[src/rtl/bph_pkg.sv]
package bph_pkg;

  localparam int NNBR = 8;

  // neighbour slot numbering, row-major around the centre
  localparam int SL_UL = 0;
  localparam int SL_U  = 1;
  localparam int SL_UR = 2;
  localparam int SL_L  = 3;
  localparam int SL_R  = 4;
  localparam int SL_DL = 5;
  localparam int SL_D  = 6;
  localparam int SL_DR = 7;

  typedef enum logic [1:0] {
    PASS_NONE   = 2'd0,
    PASS_SPROP  = 2'd1,
    PASS_REFINE = 2'd2,
    PASS_CLEAN  = 2'd3
  } pass_e;

  // scan position of a neighbour relative to the centre
  typedef enum logic [1:0] {
    NK_BEFORE = 2'd0,
    NK_AFTER  = 2'd1,
    NK_TURN   = 2'd2
  } nbr_kind_e;

  function automatic nbr_kind_e slot_kind(input int s);
    case (s)
      SL_UL, SL_U, SL_L, SL_DL: slot_kind = NK_BEFORE;
      SL_UR:                    slot_kind = NK_TURN;
      default:                  slot_kind = NK_AFTER;
    endcase
  endfunction

  function automatic bit slot_low(input int s);
    slot_low = (s == SL_DL) || (s == SL_D) || (s == SL_DR);
  endfunction

endpackage

[src/rtl/bph_msb_locate.sv]
module bph_msb_locate #(
  parameter int NBP = 8
) (
  input  logic [NBP-1:0] mag,
  output logic [NBP-1:0] top,
  output logic [NBP-1:0] under
);

  logic seen;

  always_comb begin
    seen = 1'b0;
    top = '0;
    under = '0;
    for (int k = NBP - 1; k >= 0; k--) begin
      top[k]   = mag[k] & ~seen;
      under[k] = seen;
      seen     = seen | mag[k];
    end
  end

endmodule

[src/rtl/bph_nbr_elem.sv]
module bph_nbr_elem
  import bph_pkg::*;
#(
  parameter int        NBP         = 8,
  parameter nbr_kind_e KIND        = NK_AFTER,
  parameter bit        IN_NEXT_ROW = 1'b0
) (
  input  logic [NBP-1:0] mag,
  input  logic           mp,
  input  logic [1:0]     row,
  output logic [NBP-1:0] sig
);

  logic [NBP-1:0] top;
  logic [NBP-1:0] under;
  logic           scanned_first;
  logic           blocked;

  bph_msb_locate #(.NBP(NBP)) u_loc (
    .mag   (mag),
    .top   (top),
    .under (under)
  );

  always_comb begin
    scanned_first = (KIND == NK_BEFORE) || ((KIND == NK_TURN) && (row == 2'd0));
    blocked       = IN_NEXT_ROW && (row == 2'd3);
    for (int k = 0; k < NBP; k++) begin
      sig[k] = ~blocked & (under[k] | (top[k] & scanned_first & mp));
    end
  end

endmodule

[src/rtl/bph_msb_pass.sv]
module bph_msb_pass #(
  parameter int NBP = 8
) (
  input  logic [NBP-1:0] ctr_top,
  input  logic [NBP-1:0] any_sig,
  output logic           mp
);

  assign mp = |(ctr_top & any_sig);

endmodule

[src/rtl/bitplane_pass_hvd.sv]
module bitplane_pass_hvd
  import bph_pkg::*;
#(
  parameter int NBP = 8
) (
  input  logic                 clk,
  input  logic                 rst_n,
  input  logic                 in_valid,
  input  logic [NBP-1:0]       ctr_mag,
  input  logic [NNBR*NBP-1:0]  nbr_mag,
  input  logic [NNBR-1:0]      nbr_mp,
  input  logic [1:0]           row,
  output logic                 out_valid,
  output logic                 ctr_mp,
  output logic [2*NBP-1:0]     pass_o,
  output logic [2*NBP-1:0]     h_sum,
  output logic [2*NBP-1:0]     v_sum,
  output logic [3*NBP-1:0]     d_sum
);

  logic [1:0]     rsync_q;
  logic           rst_q_n;
  logic [NBP-1:0] nsig [NNBR];
  logic [NBP-1:0] ctr_top;
  logic [NBP-1:0] ctr_under;
  logic [NBP-1:0] any_sig;
  logic           mp_n;
  logic [2*NBP-1:0] pass_n;
  logic [2*NBP-1:0] h_n;
  logic [2*NBP-1:0] v_n;
  logic [3*NBP-1:0] d_n;

  // reset: asserted asynchronously, released on a clock edge
  always_ff @(posedge clk or negedge rst_n) begin
    if (!rst_n) rsync_q <= 2'b00;
    else        rsync_q <= {rsync_q[0], 1'b1};
  end
  assign rst_q_n = rsync_q[1];

  bph_msb_locate #(.NBP(NBP)) u_ctr (
    .mag   (ctr_mag),
    .top   (ctr_top),
    .under (ctr_under)
  );

  for (genvar j = 0; j < NNBR; j++) begin : g_nbr
    bph_nbr_elem #(
      .NBP         (NBP),
      .KIND        (slot_kind(j)),
      .IN_NEXT_ROW (slot_low(j))
    ) u_elem (
      .mag (nbr_mag[j*NBP +: NBP]),
      .mp  (nbr_mp[j]),
      .row (row),
      .sig (nsig[j])
    );
  end

  always_comb begin
    any_sig = '0;
    for (int j = 0; j < NNBR; j++) any_sig = any_sig | nsig[j];
  end

  // stage 1: pass of the centre's leading-one plane
  bph_msb_pass #(.NBP(NBP)) u_mp (
    .ctr_top (ctr_top),
    .any_sig (any_sig),
    .mp      (mp_n)
  );

  // stage 2: per-plane pass and grouped neighbour counts
  always_comb begin
    for (int k = 0; k < NBP; k++) begin
      if (ctr_under[k])    pass_n[2*k +: 2] = PASS_REFINE;
      else if (any_sig[k]) pass_n[2*k +: 2] = PASS_SPROP;
      else                 pass_n[2*k +: 2] = PASS_CLEAN;
      h_n[2*k +: 2] = 2'(nsig[SL_L][k]) + 2'(nsig[SL_R][k]);
      v_n[2*k +: 2] = 2'(nsig[SL_U][k]) + 2'(nsig[SL_D][k]);
      d_n[3*k +: 3] = 3'(nsig[SL_UL][k]) + 3'(nsig[SL_UR][k])
                    + 3'(nsig[SL_DL][k]) + 3'(nsig[SL_DR][k]);
    end
  end

  always_ff @(posedge clk or negedge rst_q_n) begin
    if (!rst_q_n) out_valid <= 1'b0;
    else          out_valid <= in_valid;
  end

  always_ff @(posedge clk or negedge rst_q_n) begin
    if (!rst_q_n) begin
      ctr_mp <= 1'b0;
      pass_o <= '0;
      h_sum  <= '0;
      v_sum  <= '0;
      d_sum  <= '0;
    end else if (in_valid) begin
      ctr_mp <= mp_n;
      pass_o <= pass_n;
      h_sum  <= h_n;
      v_sum  <= v_n;
      d_sum  <= d_n;
    end
  end

endmodule

[config.mk]
export PLATFORM = sky130hd
export DESIGN_NAME = bitplane_pass_hvd
export DESIGN_NICKNAME = d
export VERILOG_FILES = /design/src/rtl/bph_pkg.sv /design/src/rtl/bph_msb_locate.sv /design/src/rtl/bph_nbr_elem.sv /design/src/rtl/bph_msb_pass.sv /design/src/rtl/bitplane_pass_hvd.sv
export SDC_FILE = /design/constraint.sdc
export NUM_CORES = 1
export LEC_CHECK = 0
export CELL_PAD_IN_SITES_DETAIL_PLACEMENT = 1
export CELL_PAD_IN_SITES_GLOBAL_PLACEMENT = 1
export CORE_ASPECT_RATIO = 0.7
export CORE_MARGIN = 4
export CORE_UTILIZATION = 36
export CTS_CLUSTER_DIAMETER = 80
export CTS_CLUSTER_SIZE = 10
export DETAILED_ROUTE_END_ITERATION = 6
export PLACE_DENSITY_LB_ADDON = 0.1
export RECOVER_POWER = 25
export SYNTH_ARGS = -nofsm -noshare
export SYNTH_HDL_FRONTEND = slang
export SYNTH_SLANG_ARGS = --single-unit
[constraint.sdc]
create_clock -name clk -period 3.4 [get_ports clk]
set_input_delay 0.51 -clock clk [delete_from_list [all_inputs] [get_ports clk]]
set_output_delay 0.51 -clock clk [all_outputs]
set_load 0.05 [all_outputs]
# Word-level counts from Yosys, hierarchy flattened
# Index checks and enable logic that the tools add are counted.
# totals
register_bits	74
output_inout_bits	74
wordCells	314
# classes
addsub	37
eq_ne	1
n_mux	15
bitwise_logic	252
n_reduce_logical	2
# op_table
cell	count
$and A1 B1 Y1	112
$or A1 B1 Y1	89
$add A1 B1 Y2	22
$not A1 Y1	43
$or A8 B8 Y8	4
$mux W2	15
$add A2 B1 Y3	8
$or A8 B7 Y8	3
$add A3 B1 Y3	7
$and A8 B8 Y8	1
$reduce_or A8 Y1	1
$eq A2 B2 Y1 const B	1
$logic_not A2 Y1	1

# Depth between registers and ports, before layout
# Gate-level depths: netlist (run 1).
# depth
depth_word	19
ltp_mapped	8

# Cells and area by module
# From an unflattened synthesis (run 1), not the netlist that was laid out.
# hier_totals
cells_unflattened	545
area_unflattened_um2	5800.6
# modules_own_cells
module	instances	cells_per_inst	area_per_inst_um2	seq_area_each_um2
bitplane_pass_hvd	1	280	3983.8	1901.8
bph_msb_locate	9	21	141.4	0.0
bph_nbr_elem at g_nbr[0].u_elem ...	3	9	71.3	0.0
bph_nbr_elem at g_nbr[6].u_elem ...	2	8	60.1	0.0
bph_nbr_elem at g_nbr[5].u_elem	1	19	95.1	0.0
bph_nbr_elem at g_nbr[2].u_elem	1	9	78.8	0.0
bph_msb_pass	1	5	36.3	0.0

# Worst setup path after synthesis (run 1)
# OpenSTA, ideal clock, no wires.
# synth_timing
kind	input to register
from	input port nbr_mag[21]
to	register d_sum[4]
setup_time_ns	0.125
arrival_time_ns	2.635
required_time_ns	3.275
path_slack_ns	0.640
path_stages	6
path_cell_list	or4_4 a2111o_1 fa_1 ha_1 ha_1 mux2_2
# synth_via
elab_chain_cells	12
# synth_rtl
item	line	text
start: declaration	bitplane_pass_hvd.sv:10	input logic [NNBR*NBP-1:0] nbr_mag,
$or A1 B1 Y1 * (4 in series)	bph_msb_locate.sv:18	seen = seen | mag[k];
$not A1 Y1	bph_msb_locate.sv:16	top[k] = mag[k] & ~seen;
$and A1 B1 Y1	bph_msb_locate.sv:16	
$and A1 B1 Y1 (2 in series)	bph_nbr_elem.sv:29	sig[k] = ~blocked & (under[k] | (top[k] & scanned_first & mp));
$or A1 B1 Y1 *	bph_nbr_elem.sv:29	
$add A1 B1 Y2 *	bitplane_pass_hvd.sv:79	d_n[3*k +: 3] = 3'(nsig[SL_UL][k]) + 3'(nsig[SL_UR][k])
$add A2 B1 Y3 *	bitplane_pass_hvd.sv:80	+ 3'(nsig[SL_DL][k]) + 3'(nsig[SL_DR][k]);
$add A3 B1 Y3 *	bitplane_pass_hvd.sv:80	
named net d_n[4]	bitplane_pass_hvd.sv:31	logic [3*NBP-1:0] d_n;
end signal: assignment	bitplane_pass_hvd.sv:101	d_sum <= d_n;
end: declaration	bitplane_pass_hvd.sv:18	output logic [3*NBP-1:0] d_sum
# Mark *: on every way through the listed nets, which the timed path passes. The rest lies on a longest branch.
# A chain may end at the register's enable or synchronous reset.

# Worst setup path after layout (run 1)
# layout_timing
from	input port nbr_mag[21]
to	register d_sum[1]
# layout_via
elab_chain_cells	13
# layout_rtl
item	line
$or A1 B1 Y1 * (5 in series)	bph_msb_locate.sv:18
$not A1 Y1	bph_msb_locate.sv:16
$and A1 B1 Y1	bph_msb_locate.sv:16
$and A1 B1 Y1 (2 in series)	bph_nbr_elem.sv:29
$or A1 B1 Y1 *	bph_nbr_elem.sv:29
$add A1 B1 Y2 *	bitplane_pass_hvd.sv:79
$add A2 B1 Y3 *	bitplane_pass_hvd.sv:80
$add A3 B1 Y3 *	bitplane_pass_hvd.sv:80
named net d_n[1]	bitplane_pass_hvd.sv:31
# Marks and branches as above.

==> results of run 1 <==
-- cells by family (layout without fill, tap and decap cells) --
family	count (synthesis)	count (layout)	share of synthesized area [%]
AND/OR/NAND/NOR	106	106	14.1
flip-flops	73	73	44.3
AO/OA/AOI/OAI	62	62	10.5
multiplexers	58	58	15.8
adder cells (fa/ha/maj)	36	36	12.4
buffers and inverters	24	188	2.73
other	2	4	0.182
-- power by group through the flow --
stage | Clock, mW | Sequential, mW | Combinational, mW
after CTS | 0.927 | 1.04 | 0.976
after floorplan | 0 | 1.39 | 0.215
after global routing | 0.964 | 1.05 | 1.02
after global placement | 0 | 1.05 | 0.952
final | 0.905 | 1.03 | 0.966
after detailed placement | 0 | 1.05 | 0.971
-- cell usage in the layout (no fill, tap or decap), types with 2 or more instances in the layout --
cell type,n
nor4_1,12
inv_6,2
or3_1,4
dfrtp_1,73
clkdlybuf4s50_1,145
o21ai_0,4
dlygate4sd3_1,3
conb_1,4
nor2b_1,2
and2_1,7
or2_2,2
a21o_1,5
a211o_1,5
a31oi_1,8
mux2_2,57
a32oi_1,2
nor3b_1,2
clkbuf_1,3
clkbuf_16,9
a2111o_1,6
buf_4,14
fa_1,8
clkinvlp_4,3
nand2_1,19
ha_1,28
or4_4,3
nand3_1,9
a21oi_1,23
inv_1,5
nor3_1,8
nor2_1,28
-- per-layer routing --
layer  track usage (%)  vias to the layer above
met4              6.43                        0
met2              35.3                      109
met1              28.9                     1773
met3              5.12                       19
li1                  -                     1653
met5                 0                        -
-- critical path, stage by stage --
cell	delay [ns]
clkdlybuf4s50_1	0.46
or4_4	0.61
or3_4	0.45
fa_1	0.49
ha_1	0.22
ha_1	0.27
mux2_2	0.26
-- per-stage QoR --
| stage | util, % | power (mW) | hold WS (ns) | cell area [um^2] | worst slack (ns) |
|---|---|---|---|---|---|
| finish | 55.3 | 2.90 | 0.354 | 6130 | 0.352 |
| global route | 55.3 | 3.03 | 0.367 | 6130 | 0.304 |
| detailed placement | 53.0 | 2.02 | 0.344 | 5880 | 0.00705 |
| CTS | 55.5 | 2.94 | 0.319 | 6160 | 0.360 |
| floorplan | - | 1.61 | 0.214 | 4130 | 0.640 |
| global placement | 53.0 | 2.00 | 0.334 | 5880 | 0.0605 |
-- cell type report --
class                      count  area [um^2]
timing repair buffer         167         1620
clock inverter                 7         53.8
clock buffer                   9          225
inverter                       5         18.8
fill                        1181         4960
tap                          153          191
sequential                    73         1830
multi-input combinational    266         2190
-- registers in the layout (all words and copies together) (netlist names) --
register,flops
ctr_mp,1
d_sum,23
h_sum,15
out_valid,1
pass_o,16
rsync_q,2
v_sum,15
-- path summary, 6_finish.rpt --
path,cells past startpoint,from,end
max in group asynchronous,1,rsync_q[1],h_sum[2]
min in group asynchronous,1,rst_n,rsync_q[0]
worst min-delay path,0,rsync_q[0],rsync_q[1]
worst min register to register,0,rsync_q[0],rsync_q[1]
worst max-delay path,7,nbr_mag[21],d_sum[1]
worst max register to register,1,rsync_q[1],h_sum[2]
==> impl_results.md, run 1 <==
- Status: finished, violations left
- Failing checks: capacitance limit, slew limit
- Effective utilization at floorplan: 37.2%
- Number of synthesized flops with an enable pin: 0
- Number of hold buffers added after cts: 0
- CTS tree: built
- Number of placed instances, taps included: 664
- Clock-pin slew reported for the worst setup and hold paths after clock tree synthesis: roughly 0.060 ns
- Setup Fix Bufs, Post-CTS: 0
- Number of antenna cells inserted: 0
- Warnings, synthesis: 0
- Die outline height: 97.6 um
- Comb power frac: around 33%
- Proportion of register bits with asynchronous set or reset after synthesis: 100%
- Clock tree sinks: 73
- Sort of element at the start of the critical path: input pin
- Number of H-tree branching levels: 3
- Detailed placement HPWL: roughly 11 mm
- Unrepaired setup endpoints after global routing: false
- Die X-Extent: 136 um
- Post-synthesis sequential area ratio: 44.3%
- Headroom to the max-slew limit: -36.7%
- Skew-Pair Late Insertion Delay: 0.34 ns
- Met1 WL: 6.18 mm
- Fraction of synthesized cell area taken by the top area cell type: between 40 and 50%
- Maximum number of pins on one net before global-route repair: 42
- Post-route non-filler standard cell count: 680
- Final critical path time including I/O delays and setup: just over 3 ns
- Area contributors post-synth: dfrtp_1 (44%), mux2_2 (16%), ha_1 (8.5%)
- Kind of critical path: input pin to flip-flop
- Uppermost metal layer occupied by signal nets: met4
- Finish-stage setup viols: 0
- Switching power: 1.05 mW
- WL met3: 897 um
- Register-to-register setup slack: 1.11 ns
- Number of buffers inserted by port buffering: 149
- First-pass GRT wire length: 22.0 mm
- Antenna Nets Post-Route: 0
- Die area: between 10000 and 15000 um^2
- Avg Vias per Cell: 5.23
- Routed length per instance: 20.6 um
- Detailed-route via count: 3554
- Most used DFF post-synth: dfrtp_1
- Number of global-route vias before repair: 4003
- Maximum Capacitance Violations: 2
- Final worst clock skew: 0.00494 ns
- Internal power: 1.85 mW
- Worst min-delay path class: flip-flop to flip-flop
- Mapped Area: between 4000 and 5000 um^2
- Critical path data required time: roughly 3.6 ns
- Most common cell in the synthesized netlist: dfrtp_1
- Setup TNS after final layout: 0 ns
- Leading post-synthesis cells by instance count: dfrtp_1 (73), mux2_2 (57), ha_1 (28), nor2_1 (28), a21oi_1 (23)
- Syn avg cell area: approximately 11 um^2
- Fin nets: 643
- Relative area change from synthesis to final layout: 48.7%
- Area of the core: between 10000 and 15000 um^2
- Critical path arrival: around 3.3 ns
- Fraction of final layout cells sized beyond drive strength 1: 19.0%
- Proportion of total power due to net switching: 36.3%
- Power share of the sequential group: 35.6%
- Count of boundary I/O pins: 159
- Cell taking the most area after synthesis: dfrtp_1
- Cts repair resizes: 0
- Number of max-slew violations in the final report: 81
- Leakage power figure: 2.44 nW
- TritonCTS Buffers: 9
- Number of antenna violations at the first check in global routing: 0
- Number of distinct library cell variants in the gate-level netlist after synthesis: 48
- Worst-path fanout max: 4
- Clock tree root driver cell: clkbuf_16
- Final weighted congestion in routability-driven placement: 0.827
- Power density normalized to cell area: 474 nW/um^2
- Max rail drop VDD: roughly 230 uV
- Flop and latch count out of synthesis: 73
- Overall Global Routing Usage: 21.8%
- Maximum achievable frequency: 328 MHz
- Part of the power in the clock network: approximately 31%
- Total met2 wirelength after detailed routing: 6.64 mm
- Tightest Pin Transition: around 2 ns
- Gate count of the mapped netlist: 361
- Iteration-0 DRC count of the detailed router: 147
- Hold Violations, Final: 0
- GRT Residual Overflow: 0
- Number of remaining DRC errors: 0
- Standard-cell row count: 32
- Detailed Route WL: 14.0 mm
- DR pass1 iterations: 4
- Final critical-path share of the clock period: 89.6%
- Buffers from clock root to sink, at most: 2
- Setup crit end kind: flip-flop
No activity file was read; power rests on OpenSTA's default activity.
==> inputs of run 2 (changes only) <==
- CORE_MARGIN: 4 -> 1.5
==> run 2 against run 1 <==
  * Largest power group unchanged
  * Non-clock buffer count is 1 higher
  * Final area rose by 0.29%
  * Critical path depth unchanged
  * Clock-buffer cell count is the same
  * Register-to-register slack better by 0.07 ns
  * The run still ends with capacitance limit, slew limit left
  * Sequential power hardly changed
  * First-iteration DRC count increased by 14%
==> impl_results.md, run 2 (same netlist as run 1, synthesis figures left out) <==
- Sort of element at the start of the critical path: input pin
- Number of H-tree branching levels: 3 (unchanged)
- Maximum Capacitance Violations: 2 (unchanged)
- Setup crit end kind: flip-flop
- Critical path buffers and inverters: 1 (unchanged)
- Max rail drop VDD: 256 uV (+9.3%)
- Area of the core: 11100 um^2 (unchanged)
- Number of buffers inserted by port buffering: 149 (unchanged)
- Skew-Pair Late Insertion Delay: 0.35 ns (about the same)
- Detailed Route WL: 13.9 mm (-0.80%)
- Buffers from clock root to sink, at most: 2 (unchanged)
- DR pass1 iterations: 4 (unchanged)
- Failing checks: capacitance limit, slew limit
- Most flop-heavy register: d_sum
- Hold Violations, Final: 0 (unchanged)
- Standard-cell row count: 32 (unchanged)
- Clock tree root driver cell: clkbuf_16
- Unrepaired setup endpoints after global routing: false
- Relative area change from synthesis to final layout: 49.1%
- Post-route non-filler standard cell count: 681 (+0.15%)
- Hold slack final: 0.357 ns (+0.00332 ns)
- Number of remaining DRC errors: 0 (unchanged)
- Number of hold buffers added after cts: 0 (unchanged)
- Number of max-slew violations in the final report: 83 (+2.5%)
- Tightest Pin Transition: 2.18 ns (+0.129 ns)
- Largest registers ranked by flip-flop count: d_sum (23), pass_o (16)
- Max reg flops: 23 (unchanged)
- Most common cell after layout, fill and taps aside: clkdlybuf4s50_1
- Commonest cells after routing, fill and taps aside: clkdlybuf4s50_1 (147), dfrtp_1 (73), mux2_2 (57), nor2_1 (28), ha_1 (28)
- Sequence of cells on the critical path: clkdlybuf4s50_1, or4_4, or3_4, fa_1, ha_1, ha_1, mux2_2
- Worst-path fanout max: 4 (unchanged)
- Power density normalized to cell area: 486 nW/um^2 (+2.6%)
- Final weighted congestion in routability-driven placement: 0.842 (+1.8%)
- Die outline height: 92.6 um (-5.1%)
- Count of boundary I/O pins: 159 (unchanged)
- Headroom to the max-slew limit: -45.3% (-8.6 points)
- Kind of critical path: input pin to flip-flop
- Fin nets: 644 (+0.16%)
- Clock-pin slew reported for the worst setup and hold paths after clock tree synthesis: 0.07 ns (about the same)
- Worst min-delay path class: flip-flop to flip-flop
- CTS tree: built
- Die area: 12100 um^2 (-8.6%)
- Iteration-0 DRC count of the detailed router: 167 (+14%)
- Final worst clock skew: 0.00832 ns (+0.00337 ns)
- Setup TNS after final layout: 0 ns (unchanged)
- Routed length per instance: 20.4 um (-0.95%)
- Die X-Extent: 131 um (-3.7%)
- First-pass GRT wire length: 21.5 mm (-2.2%)
- Number of antenna cells inserted: 0 (unchanged)
- Overall Global Routing Usage: 24.1% (+2.3 points)
- Critical path data required time: 3.63 ns (about the same)
- Clock tree sinks: 73 (unchanged)
- Detailed-route via count: 3603 (+1.4%)
- Finish-stage setup viols: 0 (unchanged)
- Number of global-route vias before repair: 4014 (+0.27%)
- Leakage power figure: 2.45 nW (+0.58%)
- Fraction of final layout cells sized beyond drive strength 1: 19.1% (+0.15 points)
- Antenna Nets Post-Route: 0 (unchanged)
- Avg Vias per Cell: 5.29 (+1.2%)
- GRT Residual Overflow: 0 (unchanged)
- Setup Fix Bufs, Post-CTS: 0 (unchanged)
- Cell type group with the largest total delay on the critical path: simple AND/OR/NAND/NOR gates
- Number of placed instances, taps included: 665 (+0.15%)
- Critical path arrival: 3.29 ns (+0.02 ns)
- Final critical path time including I/O delays and setup: 3.06 ns (+0.0112 ns)
- Effective utilization at floorplan: 37.2% (unchanged)
- Cts repair resizes: 0 (unchanged)
- Total power: 2.99 mW (+2.9%)
- TritonCTS Buffers: 9 (unchanged)
- Final critical-path share of the clock period: 90.0% (+0.33 points)
- Maximum number of pins on one net before global-route repair: 44 (+4.8%)
- Highest cell delay on the worst timing path: 0.60 ns (about the same)
- Status: finished, violations left
- Number of antenna violations at the first check in global routing: 0 (unchanged)
- Detailed placement HPWL: 10.8 mm (-3.7%)
- Top cell by count, worst path: ha_1
- Maximum achievable frequency: 327 MHz (-0.37%)
- # fillers: 1205 (+2.0%)
- Critical-path cell with the highest stage delay: or4_4
-- run 2: cell count changes in the layout (fill, tap and decap cells not counted) --
cell,previous run,this run
buf_12,1,0
buf_4,14,16
bufinv_16,0,1
clkdlybuf4s50_1,145,147
clkinv_4,1,0
clkinvlp_4,3,2
dlygate4sd3_1,3,1
inv_6,2,3
-- run 2: per-stage QoR --
| stage | setup slack (ns) | area, um^2 | util (%) |
|---|---|---|---|
| 3_3_place_gp | 0.0650 | 5860 | 52.8 |
| 3_5_place_dp | 0.0248 | 5860 | 52.8 |
| 6_report | 0.341 | 6150 | 55.4 |
| 5_1_grt | 0.281 | 6150 | 55.4 |
| 2_1_floorplan | 0.640 | 4130 | - |
| 4_1_cts | 0.364 | 6160 | 55.6 |
-- run 2: area by class of cell --
class / count / area (um^2) / share of cell area (%)
multi-input cells: 266 / 2190 / 35.7
flip-flops and latches: 73 / 1830 / 29.7
repair buffers: 168 / 1620 / 26.3
clock buffers: 9 / 225 / 3.66
well taps: 153 / 191 / 3.11
clock inverters: 7 / 76.3 / 1.24
inverters: 5 / 18.8 / 0.305
-- run 2: worst paths after layout --
path | start | to | slack, ns | cells after the start
max in group asynchronous | rsync_q[1] | d_sum[2] | 1.18 | 1
worst max register to register | rsync_q[1] | d_sum[2] | 1.18 | 1
worst min-delay path | rsync_q[0] | rsync_q[1] | 0.36 | 0
worst max-delay path | nbr_mag[21] | d_sum[1] | 0.34 | 7
min in group asynchronous | rst_n | rsync_q[0] | 0.39 | 1
worst min register to register | rsync_q[0] | rsync_q[1] | 0.36 | 0
-- run 2: power by group --
part | internal, mW | leakage [nW] | switching, mW
clock network | 0.575 | 0.143 | 0.410
logic | 0.384 | 1.45 | 0.588
registers | 0.968 | 0.857 | 0.0643
-- run 2: routing by layer --
layer	track usage [%]	vias up	share of wire [%]
met4	8.24	0	2.5
met3	5.55	27	5.7
met1	31.1	1805	45
met5	0	-	0
met2	39.7	119	47
li1	-	1652	-
